--- src/rtl/srx_pkg.sv ---
package srx_pkg;

    localparam int MAX_BITS = 8;
    localparam int MIN_BITS = 5;

    typedef enum logic [2:0] {
        ST_IDLE,
        ST_START,
        ST_DATA,
        ST_PAR,
        ST_STOP,
        ST_REARM
    } srx_state_e;

    localparam logic [1:0] PAR_EVEN = 2'b01;
    localparam logic [1:0] PAR_ODD  = 2'b10;

endpackage

--- src/rtl/srx_sync.sv ---
module srx_sync #(
    parameter int STAGES = 2
) (
    input  logic clk,
    input  logic rst_n,
    input  logic din,
    output logic dout,
    output logic fall
);

    typedef struct packed {
        logic [STAGES-1:0] chain;
        logic              prev;
    } sync_t;

    sync_t q, d;

    always_comb begin
        d       = q;
        d.chain = {q.chain[STAGES-2:0], din};
        d.prev  = q.chain[STAGES-1];
    end

    always_ff @(posedge clk or negedge rst_n) begin
        if (!rst_n) begin
            q <= '{chain: '1, prev: 1'b1};
        end else begin
            q <= d;
        end
    end

    assign dout = q.chain[STAGES-1];
    assign fall = q.prev & ~q.chain[STAGES-1];

endmodule

--- src/rtl/srx_fsm.sv ---
module srx_fsm
    import srx_pkg::*;
#(
    parameter int OSR = 16
) (
    input  logic                clk,
    input  logic                rst_n,
    input  logic                en,
    input  logic                tick,
    input  logic                rx_s,
    input  logic                rx_fall,
    input  logic [1:0]          len_code,
    input  logic [1:0]          par_code,
    output logic                load,
    output logic [MAX_BITS-1:0] load_data,
    output logic                load_perr,
    output logic                load_ferr,
    output logic                idle
);

    localparam int CNT_W = $clog2(OSR);
    localparam int HALF  = OSR / 2;
    localparam int IDX_W = $clog2(MAX_BITS);
    localparam logic [CNT_W-1:0] CNT_HALF_END = CNT_W'(HALF - 1);
    localparam logic [CNT_W-1:0] CNT_FULL_END = CNT_W'(OSR - 1);
    localparam logic [CNT_W-1:0] CNT_MID      = CNT_W'(HALF);

    typedef struct packed {
        srx_state_e          st;
        logic [CNT_W-1:0]    cnt;
        logic [IDX_W-1:0]    bit_idx;
        logic [MAX_BITS-1:0] shreg;
        logic                perr;
    } fsm_t;

    fsm_t q, d;

    logic             par_on;
    logic             par_odd;
    logic [IDX_W-1:0] last_idx;

    assign par_on   = (par_code == PAR_EVEN) || (par_code == PAR_ODD);
    assign par_odd  = (par_code == PAR_ODD);
    assign last_idx = IDX_W'(MIN_BITS - 1) + IDX_W'(len_code);

    always_comb begin
        d         = q;
        load      = 1'b0;
        load_ferr = 1'b0;
        if (!en) begin
            d.st  = ST_IDLE;
            d.cnt = '0;
        end else begin
            unique case (q.st)
                ST_IDLE: begin
                    if (rx_fall) begin
                        d.st  = ST_START;
                        d.cnt = '0;
                    end
                end
                ST_START, ST_REARM: begin
                    if (tick) begin
                        if (rx_s) begin
                            d.st = ST_IDLE;
                        end else if (q.cnt == CNT_HALF_END) begin
                            d.st      = ST_DATA;
                            d.cnt     = (q.st == ST_REARM) ? CNT_MID : '0;
                            d.bit_idx = '0;
                            d.shreg   = '0;
                            d.perr    = 1'b0;
                        end else begin
                            d.cnt = q.cnt + 1'b1;
                        end
                    end
                end
                ST_DATA: begin
                    if (tick) begin
                        if (q.cnt == CNT_FULL_END) begin
                            d.cnt              = '0;
                            d.shreg[q.bit_idx] = rx_s;
                            if (q.bit_idx == last_idx) begin
                                d.st = par_on ? ST_PAR : ST_STOP;
                            end else begin
                                d.bit_idx = q.bit_idx + 1'b1;
                            end
                        end else begin
                            d.cnt = q.cnt + 1'b1;
                        end
                    end
                end
                ST_PAR: begin
                    if (tick) begin
                        if (q.cnt == CNT_FULL_END) begin
                            d.cnt  = '0;
                            d.perr = (^q.shreg) ^ rx_s ^ par_odd;
                            d.st   = ST_STOP;
                        end else begin
                            d.cnt = q.cnt + 1'b1;
                        end
                    end
                end
                ST_STOP: begin
                    if (tick) begin
                        if (q.cnt == CNT_FULL_END) begin
                            d.cnt     = '0;
                            load      = 1'b1;
                            load_ferr = ~rx_s;
                            d.st      = (!rx_s && (|q.shreg)) ? ST_REARM : ST_IDLE;
                        end else begin
                            d.cnt = q.cnt + 1'b1;
                        end
                    end
                end
                default: d.st = ST_IDLE;
            endcase
        end
    end

    always_ff @(posedge clk or negedge rst_n) begin
        if (!rst_n) begin
            q <= '{st: ST_IDLE, cnt: '0, bit_idx: '0, shreg: '0, perr: 1'b0};
        end else begin
            q <= d;
        end
    end

    assign load_data = q.shreg;
    assign load_perr = q.perr;
    assign idle      = (q.st == ST_IDLE);

endmodule

--- src/rtl/srx_hold.sv ---
module srx_hold
    import srx_pkg::*;
(
    input  logic                clk,
    input  logic                rst_n,
    input  logic                load,
    input  logic [MAX_BITS-1:0] ld_data,
    input  logic                ld_perr,
    input  logic                ld_ferr,
    input  logic                rd_stb,
    output logic [MAX_BITS-1:0] data,
    output logic                ready,
    output logic                perr,
    output logic                ferr,
    output logic                ovr
);

    typedef struct packed {
        logic [MAX_BITS-1:0] data;
        logic                ready;
        logic                perr;
        logic                ferr;
        logic                ovr;
    } hold_t;

    hold_t q, d;

    always_comb begin
        d = q;
        if (load) begin
            d.data  = ld_data;
            d.perr  = ld_perr;
            d.ferr  = ld_ferr;
            d.ready = 1'b1;
            d.ovr   = q.ready && !rd_stb;
        end else if (rd_stb) begin
            d.ready = 1'b0;
            d.ovr   = 1'b0;
        end
    end

    always_ff @(posedge clk or negedge rst_n) begin
        if (!rst_n) begin
            q <= '0;
        end else begin
            q <= d;
        end
    end

    assign data  = q.data;
    assign ready = q.ready;
    assign perr  = q.perr;
    assign ferr  = q.ferr;
    assign ovr   = q.ovr;

endmodule

--- src/rtl/serial_rx_core.sv ---
module serial_rx_core
    import srx_pkg::*;
#(
    parameter int OSR         = 16,
    parameter int SYNC_STAGES = 2
) (
    input  logic                clk,
    input  logic                rst_n,
    input  logic                rx_en,
    input  logic                tick,
    input  logic [1:0]          cfg_len,
    input  logic [1:0]          cfg_par,
    input  logic                rxd,
    input  logic                rd_stb,
    output logic [MAX_BITS-1:0] rx_data,
    output logic                rx_ready,
    output logic                rx_perr,
    output logic                rx_ferr,
    output logic                rx_ovr
);

    logic                rx_s;
    logic                rx_fall;
    logic                fsm_load;
    logic [MAX_BITS-1:0] fsm_data;
    logic                fsm_perr;
    logic                fsm_ferr;
    logic                fsm_idle;

    srx_sync #(.STAGES(SYNC_STAGES)) u_sync (
        .clk   (clk),
        .rst_n (rst_n),
        .din   (rxd),
        .dout  (rx_s),
        .fall  (rx_fall)
    );

    srx_fsm #(.OSR(OSR)) u_fsm (
        .clk       (clk),
        .rst_n     (rst_n),
        .en        (rx_en),
        .tick      (tick),
        .rx_s      (rx_s),
        .rx_fall   (rx_fall),
        .len_code  (cfg_len),
        .par_code  (cfg_par),
        .load      (fsm_load),
        .load_data (fsm_data),
        .load_perr (fsm_perr),
        .load_ferr (fsm_ferr),
        .idle      (fsm_idle)
    );

    srx_hold u_hold (
        .clk     (clk),
        .rst_n   (rst_n),
        .load    (fsm_load),
        .ld_data (fsm_data),
        .ld_perr (fsm_perr),
        .ld_ferr (fsm_ferr),
        .rd_stb  (rd_stb),
        .data    (rx_data),
        .ready   (rx_ready),
        .perr    (rx_perr),
        .ferr    (rx_ferr),
        .ovr     (rx_ovr)
    );

endmodule

--- config.mk ---
export PLATFORM = sky130hd
export DESIGN_NAME = serial_rx_core
export DESIGN_NICKNAME = d
export VERILOG_FILES = /design/src/rtl/srx_pkg.sv /design/src/rtl/srx_sync.sv /design/src/rtl/srx_fsm.sv /design/src/rtl/srx_hold.sv /design/src/rtl/serial_rx_core.sv
export SDC_FILE = /design/constraint.sdc
export NUM_CORES = 1
export LEC_CHECK = 0
export BUFFER_PORTS_ARGS = -buffer_cell sky130_fd_sc_hd__buf_2
export CORE_ASPECT_RATIO = 0.9
export CORE_UTILIZATION = 60
export CTS_CLUSTER_SIZE = 40
export DETAILED_ROUTE_END_ITERATION = 10
export GPL_ROUTABILITY_DRIVEN = 0
export HOLD_SLACK_MARGIN = 0.03
export PLACE_DENSITY_LB_ADDON = 0.3
export SYNTH_ARGS = -nofsm -noshare
export SYNTH_HDL_FRONTEND = slang
export SYNTH_SLANG_ARGS = --single-unit
--- constraint.sdc ---
create_clock -name clk -period 4 [get_ports clk]
set_input_delay 0.4 -clock clk [delete_from_list [all_inputs] [get_ports clk]]
set_output_delay 0.4 -clock clk [all_outputs]
set_load 0.03 [all_outputs]
==> reports/results.tsv <==
metric	value	unit
status	complete, no violations	
first_pass_iters	4	
nNetsFinal	250	
synthCells	217	
synth_area	0.001999	sq mm
grt_pass1_wl	6.699	mm
finalWirelength	3.759	mm
yosysMostFrequentCell	dfrtp_1	
reg2reg_slack	1920	ps
synth-edff-count	0	
path_cells	or3b_1, o21a_1, a21oi_4, nand2_1, mux2_2	
yosysWarnings	0	
cts_max_path_buffers	2	
boundaryPins	22	
vias	1578	
slew_violations	0	
postCtsSetupRepairBufs	0	
start_util	64.20	%
yosysSeqAreaShare	42.74	%
cpPeakStageDelay	610	ps
htree_levels	2	
hold_class	input pin to async pin	
insertion_delay	290	ps
hold_viol	0	
crit_arrival	2250	ps
ir_worst_vdd	0.3213	mV
worstRegToRegCells	5	
cts_sinks	34	
setup_viol	0	
r2r_start	u_fsm.q[16]	
async_flop_share	100.0	%
fin_skew	11.53	ps
power	901.1	uW
die_area	0.003568	sq mm
crit_path_end_kind	flop	
yosys-top-cells-area	dfrtp_1, o21ai_1, nand2_1, ha_1, dfstp_2	
cp_slowest_cell	or3b_1	
cts-hold-fix-buffers	0	
row_count	19	
finalSetupTns	0	ps
diodes	0	
yosys.area.top_type	dfrtp_1	
cts_resized	0	
dp.cells	268	
yosysTopAreaCellShare	38.80	%
drt_iter0_markers	112	
post_drt_wl_per_cell	13.62	um
max_freq	0.4816	GHz
cts-root-buf	clkbuf_8	
critPathLaunch	u_fsm.q[16]	
maxCapViolations	0	
worst_pin_slew	744.9	ps
reg2reg_to	u_fsm.q[9]	
die_x	62.85	um
synth_area_per_cell	9.214	sq um
die_h	56.77	um
p_leak	0.0009803	uW
dp_hpwl	2.690	mm
cts_made_buffers	5	
grt_antenna_before_repair	0	
drcViolationCount	0	
rsz0062_at_grt	false	
crit_type	flop to flop	
synth_ff_type	dfrtp_1	
crit_end	u_fsm.q[9]	
slew_headroom	50.34	%
ant_nets	0	
fin_crit	2076	ps
synth_common_cells	dfrtp_1, nand2_1, o21ai_1	
grt_pass1_vias	1454	
crit_required	4180	ps
worst_setup_path_start_kind	flop	
cts.clk_slew.worst_paths	70	ps
cts_tree	done	
port_buffers	21	
yosys_register_bits	34	
min_period_over_period	51.91	%
syn-num-nets	234	
avgViaCountPerCell	5.717	
grt_start_max_net_pins	35	
layout-drive-gt1-share	18.38	%
core_area	0.003114	sq mm
synth_cell_types	52	
area_growth	8.886	%
crit_path_max_fanout	13	
grt-ovfl-total	0	
grt.total_usage	24.22	%
instances_no_fill	276	
p_per_area	413.9	mW/mm^2
-- cells by family (layout without fill, tap and decap cells) --
logic type | count (synthesis) | after routing | share of synthesized area (%)
xor+xnor | 8 | 8 | 3.505
mux | 8 | 8 | 4.193
buf+inv | 26 | 43 | 5.757
compound gates | 59 | 59 | 18.90
flops | 34 | 34 | 42.74
fa+ha+maj | 7 | 7 | 4.380
simple gates | 75 | 75 | 20.53
-- metrics by stage --
stage	utilization (%)	worst slack, ps	cell area, sq um	hold slack, ps
after CTS	69.91	1935	2177	193.7
final	69.91	1924	2177	171.3
after floorplan	-	2328	1999	104.4
after global routing	69.91	1790	2177	201.6
after global placement	67.26	2004	2095	347.3
after detailed placement	67.26	1949	2095	348.5
-- power by group --
part | total [uW] | internal [uW] | switching (uW)
registers | 405 | 367 | 38.4
logic | 254 | 109 | 144
clock network | 242 | 120 | 121
-- cell usage in the layout, fill, tap and decap left out, types with 2 or more instances in the layout --
cell       n
xnor2_1    7
dfrtp_1   31
o21ai_0    8
nor2_1    14
a21oi_1   13
mux2i_1    5
buf_2     21
nor3_1     5
inv_1     14
and2b_1    2
ha_1       7
nor2b_1    5
o21ai_1   21
dfstp_2    3
a21boi_1   2
clkinv_2   2
nand3_1    5
mux2_2     2
clkbuf_8   5
a22o_1     2
nand2_1   27
nand2b_1   2
-- routing by layer --
layer | wire, um | part of all wire (%) | vias to the layer above | GRT usage [%]
li1 | - | - | 785 | -
met1 | 1890 | 50 | 749 | 33.81
met2 | 1656 | 44 | 39 | 36.96
met3 | 162 | 4.3 | 5 | 4.878
met4 | 48 | 1.3 | 0 | 9.302
met5 | 0 | 0 | - | 0
-- final cells by class --
| type | instances | area [sq um] |
|---|---|---|
| multi-input combinational | 157 | 1030 |
| fill | 247 | 937.1 |
| sequential | 34 | 854.6 |
| timing repair buffer | 21 | 105.1 |
| clock buffer | 6 | 72.57 |
| inverter | 14 | 52.55 |
| tap | 42 | 52.55 |
| clock inverter | 2 | 10.01 |
-- state kept, by name, indices dropped and copies added (netlist names) --
name             count
u_fsm.load_perr      1
u_hold.ovr           1
u_hold.perr          1
u_sync.d             1
u_hold.ready         1
u_sync.dout          1
u_sync.q             1
u_fsm.load_data      8
u_fsm.q             10
u_hold.data          8
u_hold.ferr          1
-- worst max-delay path, delay by kind of cell, from the launching register on --
kind            cells  cell delay [ps]
simple gates        2              710
mux                 1              270
compound gates      2              490
flops               1              500
-- how the worst min path moves through the flow --
stage                            from                  to  slack (ps)  cells past startpoint
after floorplan                 rst_n  u_fsm.load_data[0]         100                      0
after global placement    u_sync.d[2]         u_sync.dout         350                      0
after detailed placement  u_sync.d[2]         u_sync.dout         350                      0
after CTS                       rst_n      u_hold.data[6]         190                      1
after global routing              rxd         u_sync.d[2]         200                      1
final                           rst_n      u_hold.data[3]         170                      1
Note: power is estimated with default switching activity, not from simulation.
